==> src/rtl/pcc_pkg.sv <==
package pcc_pkg;
    localparam int DATA_W = 32;
    localparam int ADDR_W = 4;
    localparam int IO_W   = 2;

    localparam logic [ADDR_W-1:0] SEL_LED  = 4'd0;
    localparam logic [ADDR_W-1:0] SEL_BTN  = 4'd2;
    localparam logic [ADDR_W-1:0] SEL_SLOW = 4'd4;
    localparam logic [ADDR_W-1:0] SEL_FAST = 4'd5;
    localparam logic [ADDR_W-1:0] SEL_CYC  = 4'd6;
    localparam logic [ADDR_W-1:0] SEL_RLD  = 4'd8;
    localparam logic [ADDR_W-1:0] SEL_PS   = 4'd9;
endpackage

==> src/rtl/pcc_tick_div.sv <==
module pcc_tick_div #(
    parameter int DIV = 10
) (
    input  logic clk,
    input  logic rst_n,
    output logic tick
);
    localparam int CW = (DIV > 1) ? $clog2(DIV) : 1;
    localparam logic [CW-1:0] LAST = CW'(DIV - 1);

    logic [CW-1:0] phase;

    assign tick = (phase == LAST);

    always_ff @(posedge clk or negedge rst_n) begin
        if (!rst_n)
            phase <= '0;
        else if (tick)
            phase <= '0;
        else
            phase <= phase + 1'b1;
    end

    a_r6_phase_restart: assert property (@(posedge clk) disable iff (!rst_n)
        tick |=> (phase == '0));
    a_r6_phase_step: assert property (@(posedge clk) disable iff (!rst_n)
        !tick |=> (phase == $past(phase) + 1'b1));
endmodule

==> src/rtl/pcc_wr_counter.sv <==
module pcc_wr_counter #(
    parameter int W = 32
) (
    input  logic         clk,
    input  logic         rst_n,
    input  logic         wr_en,
    input  logic [W-1:0] wr_val,
    input  logic         inc,
    output logic [W-1:0] val
);
    always_ff @(posedge clk or negedge rst_n) begin
        if (!rst_n)
            val <= '0;
        else if (wr_en)
            val <= wr_val;
        else if (inc)
            val <= val + 1'b1;
    end

    a_r5_write_wins: assert property (@(posedge clk) disable iff (!rst_n)
        wr_en |=> (val == $past(wr_val)));
    a_r7_hold: assert property (@(posedge clk) disable iff (!rst_n)
        (!wr_en && !inc) |=> $stable(val));
    a_r8_step_wrap: assert property (@(posedge clk) disable iff (!rst_n)
        (!wr_en && inc) |=> (val == $past(val) + 1'b1));
endmodule

==> src/rtl/pcc_prescale.sv <==
module pcc_prescale #(
    parameter int W = 32
) (
    input  logic         clk,
    input  logic         rst_n,
    input  logic         wr_rld,
    input  logic         wr_ps,
    input  logic         wr_cyc,
    input  logic [W-1:0] wdata,
    output logic [W-1:0] reload,
    output logic [W-1:0] ps_cnt,
    output logic [W-1:0] cyc_cnt
);
    logic at_zero;
    assign at_zero = (ps_cnt == '0);

    always_ff @(posedge clk or negedge rst_n) begin
        if (!rst_n)
            reload <= '0;
        else if (wr_rld)
            reload <= wdata;
    end

    always_ff @(posedge clk or negedge rst_n) begin
        if (!rst_n)
            ps_cnt <= '0;
        else if (wr_ps)
            ps_cnt <= wdata;
        else if (at_zero)
            ps_cnt <= reload;
        else
            ps_cnt <= ps_cnt - 1'b1;
    end

    pcc_wr_counter #(.W(W)) u_cyc (
        .clk    (clk),
        .rst_n  (rst_n),
        .wr_en  (wr_cyc),
        .wr_val (wdata),
        .inc    (at_zero),
        .val    (cyc_cnt)
    );

    a_r3_count_down: assert property (@(posedge clk) disable iff (!rst_n)
        (!wr_ps && ps_cnt != '0) |=> (ps_cnt == $past(ps_cnt) - 1'b1));
    a_r3_reload: assert property (@(posedge clk) disable iff (!rst_n)
        (!wr_ps && ps_cnt == '0) |=> (ps_cnt == $past(reload)));
    a_r4_advance: assert property (@(posedge clk) disable iff (!rst_n)
        (!wr_cyc && ps_cnt == '0) |=> (cyc_cnt == $past(cyc_cnt) + 1'b1));
    a_r4_idle: assert property (@(posedge clk) disable iff (!rst_n)
        (!wr_cyc && ps_cnt != '0) |=> $stable(cyc_cnt));
endmodule

==> src/rtl/prescaled_cycle_counter.sv <==
module prescaled_cycle_counter
    import pcc_pkg::*;
#(
    parameter int CLK_HZ = 50_000_000
) (
    input  logic              clk,
    input  logic              rst_n,
    input  logic [ADDR_W-1:0] addr,
    input  logic              we,
    input  logic [DATA_W-1:0] wdata,
    output logic [DATA_W-1:0] rdata,
    output logic [IO_W-1:0]   led_o,
    input  logic [IO_W-1:0]   btn_i
);
    localparam int NTICK = 2;
    localparam int RATE_SLOW = 1;
    localparam int RATE_FAST = 100;

    logic [DATA_W-1:0] tick_val [NTICK];
    logic [DATA_W-1:0] reload, ps_cnt, cyc_cnt;
    logic [IO_W-1:0]   led_q;

    genvar g;
    generate
        for (g = 0; g < NTICK; g++) begin : g_tick
            localparam int RATE = (g == 0) ? RATE_SLOW : RATE_FAST;
            localparam logic [ADDR_W-1:0] SEL = (g == 0) ? SEL_SLOW : SEL_FAST;
            logic tick;
            pcc_tick_div #(.DIV(CLK_HZ / RATE)) u_div (
                .clk   (clk),
                .rst_n (rst_n),
                .tick  (tick)
            );
            pcc_wr_counter #(.W(DATA_W)) u_cnt (
                .clk    (clk),
                .rst_n  (rst_n),
                .wr_en  (we && addr == SEL),
                .wr_val (wdata),
                .inc    (tick),
                .val    (tick_val[g])
            );
        end
    endgenerate

    pcc_prescale #(.W(DATA_W)) u_pre (
        .clk     (clk),
        .rst_n   (rst_n),
        .wr_rld  (we && addr == SEL_RLD),
        .wr_ps   (we && addr == SEL_PS),
        .wr_cyc  (we && addr == SEL_CYC),
        .wdata   (wdata),
        .reload  (reload),
        .ps_cnt  (ps_cnt),
        .cyc_cnt (cyc_cnt)
    );

    always_ff @(posedge clk or negedge rst_n) begin
        if (!rst_n)
            led_q <= '0;
        else if (we && addr == SEL_LED)
            led_q <= wdata[IO_W-1:0];
    end

    assign led_o = led_q;

    always_comb begin
        rdata = '0;
        case (addr)
            SEL_LED:  rdata = {{(DATA_W-IO_W){1'b0}}, led_q};
            SEL_BTN:  rdata = {{(DATA_W-IO_W){1'b0}}, btn_i};
            SEL_SLOW: rdata = tick_val[0];
            SEL_FAST: rdata = tick_val[1];
            SEL_CYC:  rdata = cyc_cnt;
            SEL_RLD:  rdata = reload;
            SEL_PS:   rdata = ps_cnt;
            default:  rdata = '0;
        endcase
    end

    a_r9_led_update: assert property (@(posedge clk) disable iff (!rst_n)
        (we && addr == SEL_LED) |=> (led_o == $past(wdata[IO_W-1:0])));
    a_r9_led_hold: assert property (@(posedge clk) disable iff (!rst_n)
        !(we && addr == SEL_LED) |=> $stable(led_o));
endmodule

==> config.mk <==
export PLATFORM = sky130hd
export DESIGN_NAME = prescaled_cycle_counter
export DESIGN_NICKNAME = d
export VERILOG_FILES = /design/src/rtl/pcc_pkg.sv /design/src/rtl/pcc_tick_div.sv /design/src/rtl/pcc_wr_counter.sv /design/src/rtl/pcc_prescale.sv /design/src/rtl/prescaled_cycle_counter.sv
export SDC_FILE = /design/constraint.sdc
export NUM_CORES = 1
export LEC_CHECK = 0
export ABC_CLOCK_PERIOD_IN_PS = 3840
export BUFFER_PORTS_ARGS = -buffer_cell sky130_fd_sc_hd__buf_2
export CORE_MARGIN = 2
export CORE_UTILIZATION = 51
export CTS_BUF_LIST = sky130_fd_sc_hd__clkbuf_2 sky130_fd_sc_hd__clkbuf_4 sky130_fd_sc_hd__clkbuf_8
export DETAILED_ROUTE_END_ITERATION = 8
export GPL_TIMING_DRIVEN = 0
export HOLD_SLACK_MARGIN = 0.12
export MAX_ROUTING_LAYER = met4
export PLACE_DENSITY = 0.69
export SLEW_MARGIN = 20
export SYNTH_ARGS = -nofsm -noshare
export SYNTH_HDL_FRONTEND = slang
export SYNTH_SLANG_ARGS = --single-unit
==> constraint.sdc <==
create_clock -name clk -period 3.84 [get_ports clk]
set_clock_uncertainty 0.05 [all_clocks]
set_input_delay 0.192 -clock clk [delete_from_list [all_inputs] [get_ports clk]]
set_output_delay 0.192 -clock clk [all_outputs]
set_load 0.02 [all_outputs]
==> results of run 1 <==
-- power breakdown --
group | internal, uW | total, uW | switching [uW]
Sequential | 2580 | 3140 | 559
Clock | 1360 | 2320 | 959
Combinational | 641 | 1400 | 762
Total | 4580 | 6860 | 2280
-- repair_timing --
item / CTS / global route
setup buffers: 0 / 0
hold buffers: 36 / 0
hold endpoints to repair: 274 / 0
-- Yosys cell counts (3+ instances only) --
master,instances,area share [%]
a21oi_1,101,4.4
a222oi_1,34,2.9
a22oi_1,30,1.9
and2_1,3,0.16
and3_1,21,1.1
and4_1,6,0.45
buf_1,5,0.16
clkbuf_1,61,2.0
dfrtp_1,207,45
ha_1,7,0.76
inv_1,19,0.62
mux2_2,34,3.3
mux2i_1,11,0.95
nand2_1,151,4.9
nand2b_1,3,0.16
nand3_1,56,2.4
nand4_1,38,2.1
nand4b_1,4,0.30
nor2_1,170,5.5
nor2b_1,4,0.22
nor3_1,54,2.3
nor4_1,25,1.4
nor4b_1,4,0.30
o21ai_0,43,1.9
o221ai_1,8,0.61
or2_2,4,0.22
or3_1,9,0.49
or4_1,6,0.39
xnor2_1,97,7.3
xor2_1,57,4.3
-- kinds of logic (layout without fill, tap and decap cells) --
group / count (synthesis) / in the layout / share of synthesized area, %
XOR/XNOR: 154 / 154 / 11.66
multiplexers: 45 / 45 / 4.263
flip-flops: 207 / 207 / 44.79
AND/OR/NAND/NOR: 570 / 570 / 23.53
buffers and inverters: 86 / 263 / 2.802
adder cells (fa/ha/maj): 7 / 7 / 0.7573
AO/OA/AOI/OAI: 223 / 223 / 12.19
-- through the flow --
stage	cell area (um2)	utilization [%]	hold slack [ns]	setup slack, ns	std cells
after floorplan	11560	-	-0.1536	1.102	1292
after global placement	12280	54.72	0.4043	-1.187	1648
after detailed placement	12350	55.07	0.07171	0.4695	1650
after CTS	13560	60.45	0.1249	0.4525	1754
after global routing	13560	60.42	0.1495	0.2227	1754
final	13560	60.42	0.1474	0.3399	1754
-- cell usage in the layout (no fill, tap or decap), types with 3 or more instances in the layout --
cell | synthesis | routed
and2_1 | 3 | 3
or2_2 | 4 | 4
a21oi_1 | 101 | 101
nor3_1 | 54 | 54
mux2i_1 | 11 | 11
inv_1 | 19 | 19
clkbuf_8 | 0 | 51
or3_1 | 9 | 9
dfrtp_1 | 207 | 207
buf_1 | 5 | 5
ha_1 | 7 | 7
xnor2_1 | 97 | 97
mux2_2 | 34 | 34
o21ai_0 | 43 | 43
clkinv_2 | 0 | 3
or4_1 | 6 | 6
and3_1 | 21 | 21
o221ai_1 | 8 | 8
nor4_1 | 25 | 24
nand4_1 | 38 | 38
nor2b_1 | 4 | 4
a222oi_1 | 34 | 34
a22oi_1 | 30 | 30
buf_2 | 1 | 72
and4_1 | 6 | 6
clkbuf_4 | 0 | 11
nor4b_1 | 4 | 3
nor2_1 | 170 | 170
nand3_1 | 56 | 56
dlygate4sd3_1 | 0 | 35
nand4b_1 | 4 | 4
nand2_1 | 151 | 151
xor2_1 | 57 | 57
clkbuf_1 | 61 | 61
nand2b_1 | 3 | 3
-- final cells by class --
type / instances / area (um2) / area share (%)
buffer: 67 / 252.7 / 1.864
clock inverter: 6 / 61.31 / 0.4523
multi-input combinational: 999 / 6073 / 44.80
tap: 285 / 356.6 / 2.631
inverter: 19 / 71.32 / 0.5261
clock buffer: 62 / 784.5 / 5.787
timing repair buffer: 109 / 775.7 / 5.723
sequential: 207 / 5180 / 38.21
-- flip-flops by register name, indices dropped and copies added (netlist names) --
register,flops
u_pre.ps_cnt,32
g_tick.u_cnt.val,64
g_tick.u_div.phase,45
led_o,2
u_pre.u_cyc.val,32
u_pre.reload,32
-- worst max path at each step --
| stage | start | end | slack [ns] | depth (start not counted) |
|---|---|---|---|---|
| floorplan | u_pre.ps_cnt[10]$_DFF_PN0_ | u_pre.u_cyc.val[31]$_DFFE_PN0P_ | 1.10 | 6 |
| global placement | rst_n | u_pre.u_cyc.val[7]$_DFFE_PN0P_ | -1.19 | 1 |
| detailed placement | u_pre.ps_cnt[25]$_DFF_PN0_ | u_pre.u_cyc.val[2]$_DFFE_PN0P_ | 0.47 | 8 |
| CTS | u_pre.ps_cnt[25]$_DFF_PN0_ | u_pre.u_cyc.val[2]$_DFFE_PN0P_ | 0.45 | 8 |
| global route | u_pre.ps_cnt[25]$_DFF_PN0_ | u_pre.u_cyc.val[2]$_DFFE_PN0P_ | 0.22 | 8 |
| finish | u_pre.ps_cnt[25]$_DFF_PN0_ | u_pre.u_cyc.val[2]$_DFFE_PN0P_ | 0.34 | 8 |
-- per-layer routing --
layer / up-vias / routed length, um
li1: 4919 / -
met1: 5254 / 15810
met2: 506 / 16570
met3: 120 / 2793
met4: 0 / 1719
met5: - / 0
-- critical path, stage by stage (launching register included) --
cell and delay (ns):
dfrtp_1 0.45, or4_1 0.64, nor4_2 0.54, and4_1 0.32
clkbuf_1 0.40, clkbuf_1 0.54, nand2_1 0.15, xor2_1 0.19
a21oi_1 0.08
==> results.py, run 1 <==
metrics = {
    "routing": {
        "vias": 10800,
        "ant_nets": 0,
        "drt_iter0_markers": 1234,
        "firstDrtPassIters": 8,
        "wl_per_cell_um": 21.03,
        "viasPerCell": 6.157,
        "drcViolationCount": 0,
        "wl_mm": 36.89,
    },
    "critical_path": {
        "setup.worst_path.start_class": "register",
        "cp_data_arrival_time_ns": 3.86,
        "r2r_cells": 8,
        "ff2ff_setup_slack_ns": 0.34,
        "cp-end-kind": "register",
        "crit_fanout": 10,
        "required_ns": 4.20,
        "reg2reg_to": "u_pre.u_cyc.val[2]$_DFFE_PN0P_",
        "critPathKind": "register to register",
        "reg2reg_from": "u_pre.ps_cnt[25]$_DFF_PN0_",
    },
    "power_and_ir_drop": {
        "power_uw": 6863,
        "leakagePower_uw": 0.005652,
        "pwr_density_cell_nw_per_um2": 506.3,
        "worst_ir_drop_vdd_mv": 0.3726,
    },
    "sta": {
        "max_freq_mhz": 285.7,
        "min_period_over_period_pct": 91.15,
        "setup_viol": 0,
        "finalMaxSlewViolations": 0,
        "rsz0062_at_grt": "false",
        "tightest_slew_ns": 0.9185,
        "hold_violations": 0,
        "finalWorstPathRequiredPeriod_ns": 3.500,
        "setup_tns_ns": 0,
        "relSlewSlack_pct": 38.20,
    },
    "placement": {
        "dp_hpwl_mm": 27.14,
        "gp_congestion": 1.003,
        "port_buffers": 71,
    },
    "logic_synthesis": {
        "netlist_area_um2": 11560,
        "synth_flop_cell": "dfrtp_1",
        "yosysUniqueCellTypes": 47,
        "synth.avg_cell_area_um2": 8.951,
        "ys_seq_area_share_pct": 44.79,
        "ys_ff_latch": 207,
        "ys_warn_count": 0,
        "syn_nets": 1340,
        "synthArstFlopShare_pct": 100.0,
        "synth_edf_count": 0,
        "synthesis.instances": 1292,
    },
    "cts": {
        "cts_num_sinks": 207,
        "clk_pin_slew_ns": 0.06,
        "htree_levels": 2,
        "cts_made_buffers": 39,
        "clk_latency_ns": 0.55,
        "root_buffer": "clkbuf_8",
        "cts_resized": 0,
        "cts_tree": "built",
        "cts_buffer_depth": 3,
    },
    "final_layout": {
        "areaGrowthSynthToFinish_pct": 17.21,
        "num-fill-cells": 2009,
        "layout.nets": 1490,
        "antenna_cells": 0,
        "drive_above_1_share_pct": 12.80,
    },
    "grt": {
        "grt_use_met1_pct": 44.16,
        "grt_util_met3_pct": 4.203,
        "grt_busiest_layer": "met2",
        "antenna_found_initial": 0,
        "first_global_vias": 10460,
        "globalRouteMet2Util_pct": 48.04,
        "track_usage_pct": 32.14,
        "overflow": 0,
        "grt_pass1_wl_mm": 57.98,
        "grt_max_degree": 96,
    },
    "floorplanning": {
        "die_y_um": 154.6,
        "die_x_um": 154.6,
        "io-pin-count": 75,
        "rows": 55,
        "dieArea_um2": 23900,
        "initial_core_util_pct": 51.55,
        "core_region_area_um2": 22430,
    },
    "min_path": {
        "whs_endpoint": "led_o[1]$_DFFE_PN0P_",
        "hp-class": "input pin to register",
        "min_from": "addr[3]",
        "holdPathStages": 4,
    },
    "run": {
        "cap_violations": 0,
    },
    "status": {
        "outcome": "completed",
    },
}
Note: power is estimated with default switching activity, not from simulation.
==> inputs of run 2 (changes only) <==
REMOVE_ABC_BUFFERS = 1   (was default)
SLEW_MARGIN = 40   (was 20)
==> results.py, run 2 (synthesis gave the netlist of run 1 again) <==
metrics = {
    "floorplanning": {
        "initial_core_util_pct": 51.55,
        "die_y_um": 154.6,
        "io-pin-count": 75,
        "dieArea_um2": 23900,
        "rows": 55,
        "die_x_um": 154.6,
        "core_region_area_um2": 22430,
    },
    "routing": {
        "wl_mm": 33.97,
        "ant_nets": 0,
        "firstDrtPassIters": 6,
        "vias": 10500,
        "drt_iter0_markers": 1166,
        "wl_per_cell_um": 19.74,
        "viasPerCell": 6.099,
        "drcViolationCount": 0,
    },
    "power_and_ir_drop": {
        "pwr_density_cell_nw_per_um2": 490.1,
        "leakagePower_uw": 0.005818,
        "worst_ir_drop_vdd_mv": 0.2968,
    },
    "cts": {
        "cts_buffer_depth": 3,
        "clk_pin_slew_ns": 0.06,
        "root_buffer": "clkbuf_8",
        "cts_num_sinks": 207,
        "post-cts-setup-buffers": 0,
        "cts_made_buffers": 39,
        "cts_tree": "built",
        "clk_latency_ns": 0.56,
        "htree_levels": 2,
    },
    "critical_path": {
        "critPathKind": "register to register",
        "setup.worst_path.start_class": "register",
        "cp_data_arrival_time_ns": 4.10,
        "slowest_delay_ns": 0.74,
        "crit_fanout": 19,
        "critPathMostFrequentCell": "or4_1",
        "required_ns": 4.25,
        "critPathSlowestCell": "or4_1",
        "cp-end-kind": "register",
        "crit_chain": "or4_1, nor3_4, nand4_4, or4_1, or3_1, a31oi_1",
    },
    "grt": {
        "grt_busiest_layer": "met2",
        "globalRouteMet2Util_pct": 46.53,
        "overflow": 0,
        "track_usage_pct": 29.73,
        "grt_max_degree": 75,
        "antenna_found_initial": 0,
        "grt_util_met3_pct": 5.015,
        "grt_use_met1_pct": 40.35,
        "grt_pass1_wl_mm": 54.83,
        "first_global_vias": 10120,
    },
    "final_layout": {
        "drive_above_1_share_pct": 16.43,
        "final_common_cell": "dfrtp_1",
        "finalNonFillerCells": 1721,
        "layout.nets": 1458,
        "reg_top3": "g_tick.u_cnt.val x64, g_tick.u_div.phase x45",
        "areaGrowthSynthToFinish_pct": 18.65,
        "largest_register_ff_count": 64,
        "utilization_pct": 61.17,
        "top_register": "g_tick.u_cnt.val",
        "antenna_cells": 0,
        "final_cell_mix": "207 x dfrtp_1, 167 x nor2_1, 147 x nand2_1",
    },
    "placement": {
        "dp_hpwl_mm": 23.43,
        "pre_cts_ws_ns": 0.002203,
        "dp.cells": 1615,
        "port_buffers": 74,
        "gp_congestion": 0.8869,
    },
    "sta": {
        "fin_hold_ws_ns": 0.1232,
        "hold_violations": 0,
        "setup_viol": 0,
        "min_period_over_period_pct": 96.05,
        "finalMaxSlewViolations": 0,
        "relSlewSlack_pct": 47.30,
        "timing.final.ws_setup_ns": 0.1517,
        "finalWorstPathRequiredPeriod_ns": 3.688,
        "max_freq_mhz": 271.1,
        "rsz0062_at_grt": "false",
        "tightest_slew_ns": 0.7887,
    },
    "status": {
        "outcome": "completed",
    },
    "min_path": {
        "hp-class": "input pin to asynchronous set/reset pin",
    },
    "run": {
        "cap_violations": 0,
    },
}
[run 2: cell count changes in the layout (fill, tap and decap cells not counted), moves of 4 or more]
cell	before	now
buf_2	72	85
buf_6	0	4
clkbuf_1	61	0
buf_1	5	0
clkbuf_8	51	45
nor3_1	54	49
clkbuf_4	11	19
nor3_2	0	4
nand2_4	0	4
buf_4	0	8
nand2_1	151	147
buf_12	0	4
[run 2: worst max-delay path: cells and delay by family (launching register included)]
family          cells  cell delay, ns
flops               1            0.46
compound gates      1            0.19
simple gates        5            2.90
[run 2: layout make-up]
| type | instances | area [um2] |
|---|---|---|
| flip-flops and latches | 207 | 5180 |
| clock inverters | 3 | 22.52 |
| multi-input cells | 1000 | 6206 |
| inverters | 19 | 71.32 |
| well taps | 285 | 356.6 |
| fillers | 1920 | 8712 |
| repair buffers | 143 | 1124 |
| clock buffers | 64 | 762.0 |
[run 2: metal layers]
metal  share of wire [%]  routed length (um)  vias up
li1                    -                   -     4869
met1                  42               14330     5097
met2                  47               16010      452
met3                 8.2                2787       78
met4                 2.5                 835        0
met5                   0                   0        -
[run 2: repair_timing]
action	4_1_cts	5_1_grt
hold endpoints to repair	295	0
setup endpoints to repair	1	0
hold buffers	37	0
resized for setup	1	0
[run 2: path summary, 6_finish.rpt]
check | startpoint | to | slack (ns) | depth (start not counted)
max | u_pre.ps_cnt[5]$_DFF_PN0_ | u_pre.u_cyc.val[31]$_DFFE_PN0P_ | 0.15 | 6
min | rst_n | u_pre.u_cyc.val[28]$_DFFE_PN0P_ | 0.12 | 3
max reg2reg | u_pre.ps_cnt[5]$_DFF_PN0_ | u_pre.u_cyc.val[31]$_DFFE_PN0P_ | 0.15 | 6
min reg2reg | g_tick[1].u_div.phase[18]$_DFF_PN0_ | g_tick[1].u_div.phase[18]$_DFF_PN0_ | 0.42 | 1
max in group asynchronous | rst_n | u_pre.u_cyc.val[7]$_DFFE_PN0P_ | 2.85 | 4
min in group clk | addr[1] | g_tick[0].u_cnt.val[0]$_DFFE_PN0P_ | 0.28 | 4
[run 2: power by group]
part | total, uW | switching (uW) | internal, uW | leakage [uW]
sequential | 3120 | 535 | 2580 | 0.00242
clock | 2180 | 931 | 1240 | 0.000411
combinational | 1430 | 775 | 657 | 0.00299
total | 6720 | 2240 | 4480 | 0.00582
[run 2: through the flow]
stage          power, uW  area [um2]  setup TNS, ns
2_1_floorplan       3951       11310         -17.07
3_3_place_gp        4404       12040        -695.46
3_5_place_dp        4489       12500              0
4_1_cts             6715       13690              0
5_1_grt             7068       13720              0
6_report            6725       13720              0
==> inputs of run 3 (changes only) <==
PLACE_DENSITY = 0.67   (was 0.69)
==> results.py, run 3 (synthesis gave the netlist of run 1 again) <==
metrics = {
    "routing": {
        "firstDrtPassIters": 8,
        "vias": 10420,
        "ant_nets": 0,
        "viasPerCell": 6.040,
        "wl_mm": 34.35,
        "drcViolationCount": 0,
        "drt_iter0_markers": 1098,
        "wl_per_cell_um": 19.91,
    },
    "critical_path": {
        "critPathBufInv": 0,
        "setup.worst_path.start_class": "register",
        "critPathSlowestCell": "or4_1",
        "slowest_delay_ns": 0.74,
        "required_ns": 4.24,
        "cp-end-kind": "register",
        "path_delay_family": "simple AND/OR/NAND/NOR gates",
        "critPathKind": "register to register",
        "crit_chain": "or4_1, nor3_4, nand4_4, or4_1, or3_1, a31oi_1",
        "critPathMostFrequentCell": "or4_1",
        "cp_data_arrival_time_ns": 3.98,
        "crit_fanout": 19,
    },
    "cts": {
        "cts_num_sinks": 207,
        "clk_pin_slew_ns": 0.06,
        "cts_made_buffers": 39,
        "cts_buffer_depth": 3,
        "cts_tree": "built",
        "clk_latency_ns": 0.54,
        "root_buffer": "clkbuf_8",
        "htree_levels": 2,
    },
    "grt": {
        "first_global_vias": 10140,
        "antenna_found_initial": 0,
        "track_usage_pct": 29.79,
        "overflow": 0,
        "grt_max_degree": 74,
        "grt_pass1_wl_mm": 54.66,
    },
    "power_and_ir_drop": {
        "worst_ir_drop_vdd_mv": 0.2559,
        "leakagePower_uw": 0.005870,
        "pwr_density_cell_nw_per_um2": 497.3,
        "power_uw": 6855,
    },
    "final_layout": {
        "areaGrowthSynthToFinish_pct": 19.20,
        "utilization_pct": 61.45,
        "num-fill-cells": 1911,
        "layout.nets": 1464,
        "largest_register_ff_count": 64,
        "reg_top3": "g_tick.u_cnt.val x64, g_tick.u_div.phase x45",
        "final_common_cell": "dfrtp_1",
        "antenna_cells": 0,
        "drive_above_1_share_pct": 16.67,
        "top_register": "g_tick.u_cnt.val",
        "final_cell_mix": "207 x dfrtp_1, 167 x nor2_1, 146 x nand2_1",
    },
    "min_path": {
        "hp-class": "input pin to asynchronous set/reset pin",
    },
    "sta": {
        "min_period_over_period_pct": 93.22,
        "setup_tns_ns": 0,
        "relSlewSlack_pct": 40.36,
        "finalWorstPathRequiredPeriod_ns": 3.580,
        "rsz0062_at_grt": "false",
        "setup_viol": 0,
        "hold_violations": 0,
        "max_freq_mhz": 279.4,
        "finalMaxSlewViolations": 0,
        "fin_hold_ws_ns": 0.2042,
        "tightest_slew_ns": 0.8946,
    },
    "placement": {
        "gp_congestion": 0.8940,
        "port_buffers": 74,
        "dp_hpwl_mm": 23.72,
    },
    "status": {
        "outcome": "completed",
    },
    "run": {
        "cap_violations": 0,
    },
    "floorplanning": {
        "die_y_um": 154.6,
        "initial_core_util_pct": 51.55,
        "dieArea_um2": 23900,
        "core_region_area_um2": 22430,
        "die_x_um": 154.6,
        "io-pin-count": 75,
        "rows": 55,
    },
}
## run 3: changes by cell type in the layout (fill, tap and decap cells not counted), sizes merged
cell	previous run	this run
buf	107	113
bufinv	0	2
clkbuf	64	62
clkinv	0	1
clkinvlp	3	0
## run 3: cell type report
cell class	count	area [um2]	area share, %
Multi-Input combinational cell	1000	6198	44.96
Sequential cell	207	5180	37.57
Timing Repair Buffer	149	1149	8.332
Clock buffer	62	765.7	5.555
Tap cell	285	356.6	2.587
Inverter	19	71.32	0.5173
Clock inverter	3	65.06	0.4720
## run 3: final timing paths
check,startpoint,to,slack [ns],depth (start not counted)
setup / recovery,u_pre.ps_cnt[5]$_DFF_PN0_,u_pre.u_cyc.val[31]$_DFFE_PN0P_,0.26,6
hold / removal,rst_n,u_pre.reload[26]$_DFFE_PN0P_,0.20,3
setup reg to reg,u_pre.ps_cnt[5]$_DFF_PN0_,u_pre.u_cyc.val[31]$_DFFE_PN0P_,0.26,6
hold reg to reg,g_tick[1].u_div.phase[18]$_DFF_PN0_,g_tick[1].u_div.phase[18]$_DFF_PN0_,0.42,1
max in group asynchronous,rst_n,g_tick[1].u_cnt.val[8]$_DFFE_PN0P_,2.85,4
min in group clk,addr[0],g_tick[0].u_cnt.val[6]$_DFFE_PN0P_,0.31,4
## run 3: routing by layer
metal	share of wire, %	GRT usage, %	wire length, um
met5	0	-	0
met4	2.7	10.01	913
met3	8.8	5.884	3009
met2	46	46.70	15880
met1	42	39.02	14550
## run 3: worst register-to-register path, stage by stage, from the launching register on
cell and delay [ns]:
dfrtp_1 0.46, or4_1 0.74, nor3_4 0.62, nand4_4 0.45, or4_1 0.67, or3_1 0.36
a31oi_1 0.16
## run 3: repair_timing
| action | CTS | global route |
|---|---|---|
| pin swaps | 0 | 2 |
| endpoints found under the setup margin | 1 | 1 |
| gates cloned | 0 | 1 |
| setup buffers | 0 | 5 |
| hold endpoints to repair | 369 | 0 |
| hold buffers | 36 | 0 |
| resized for setup | 1 | 1 |
## run 3: stage by stage
| stage | setup slack, ns | std cells | instance area (um2) |
|---|---|---|---|
| after floorplan | -0.4444 | 1225 | 11310 |
| after global placement | -4.263 | 1584 | 12040 |
| after detailed placement | -0.008774 | 1618 | 12530 |
| after CTS | 0.006951 | 1719 | 13720 |
| after global routing | 0.1091 | 1725 | 13790 |
| final | 0.2604 | 1725 | 13790 |
## run 3: where the power goes
part           internal (uW)  total [uW]  switching, uW
registers               2580        3110            524
logic                    652        1430            778
clock network           1390        2320            935
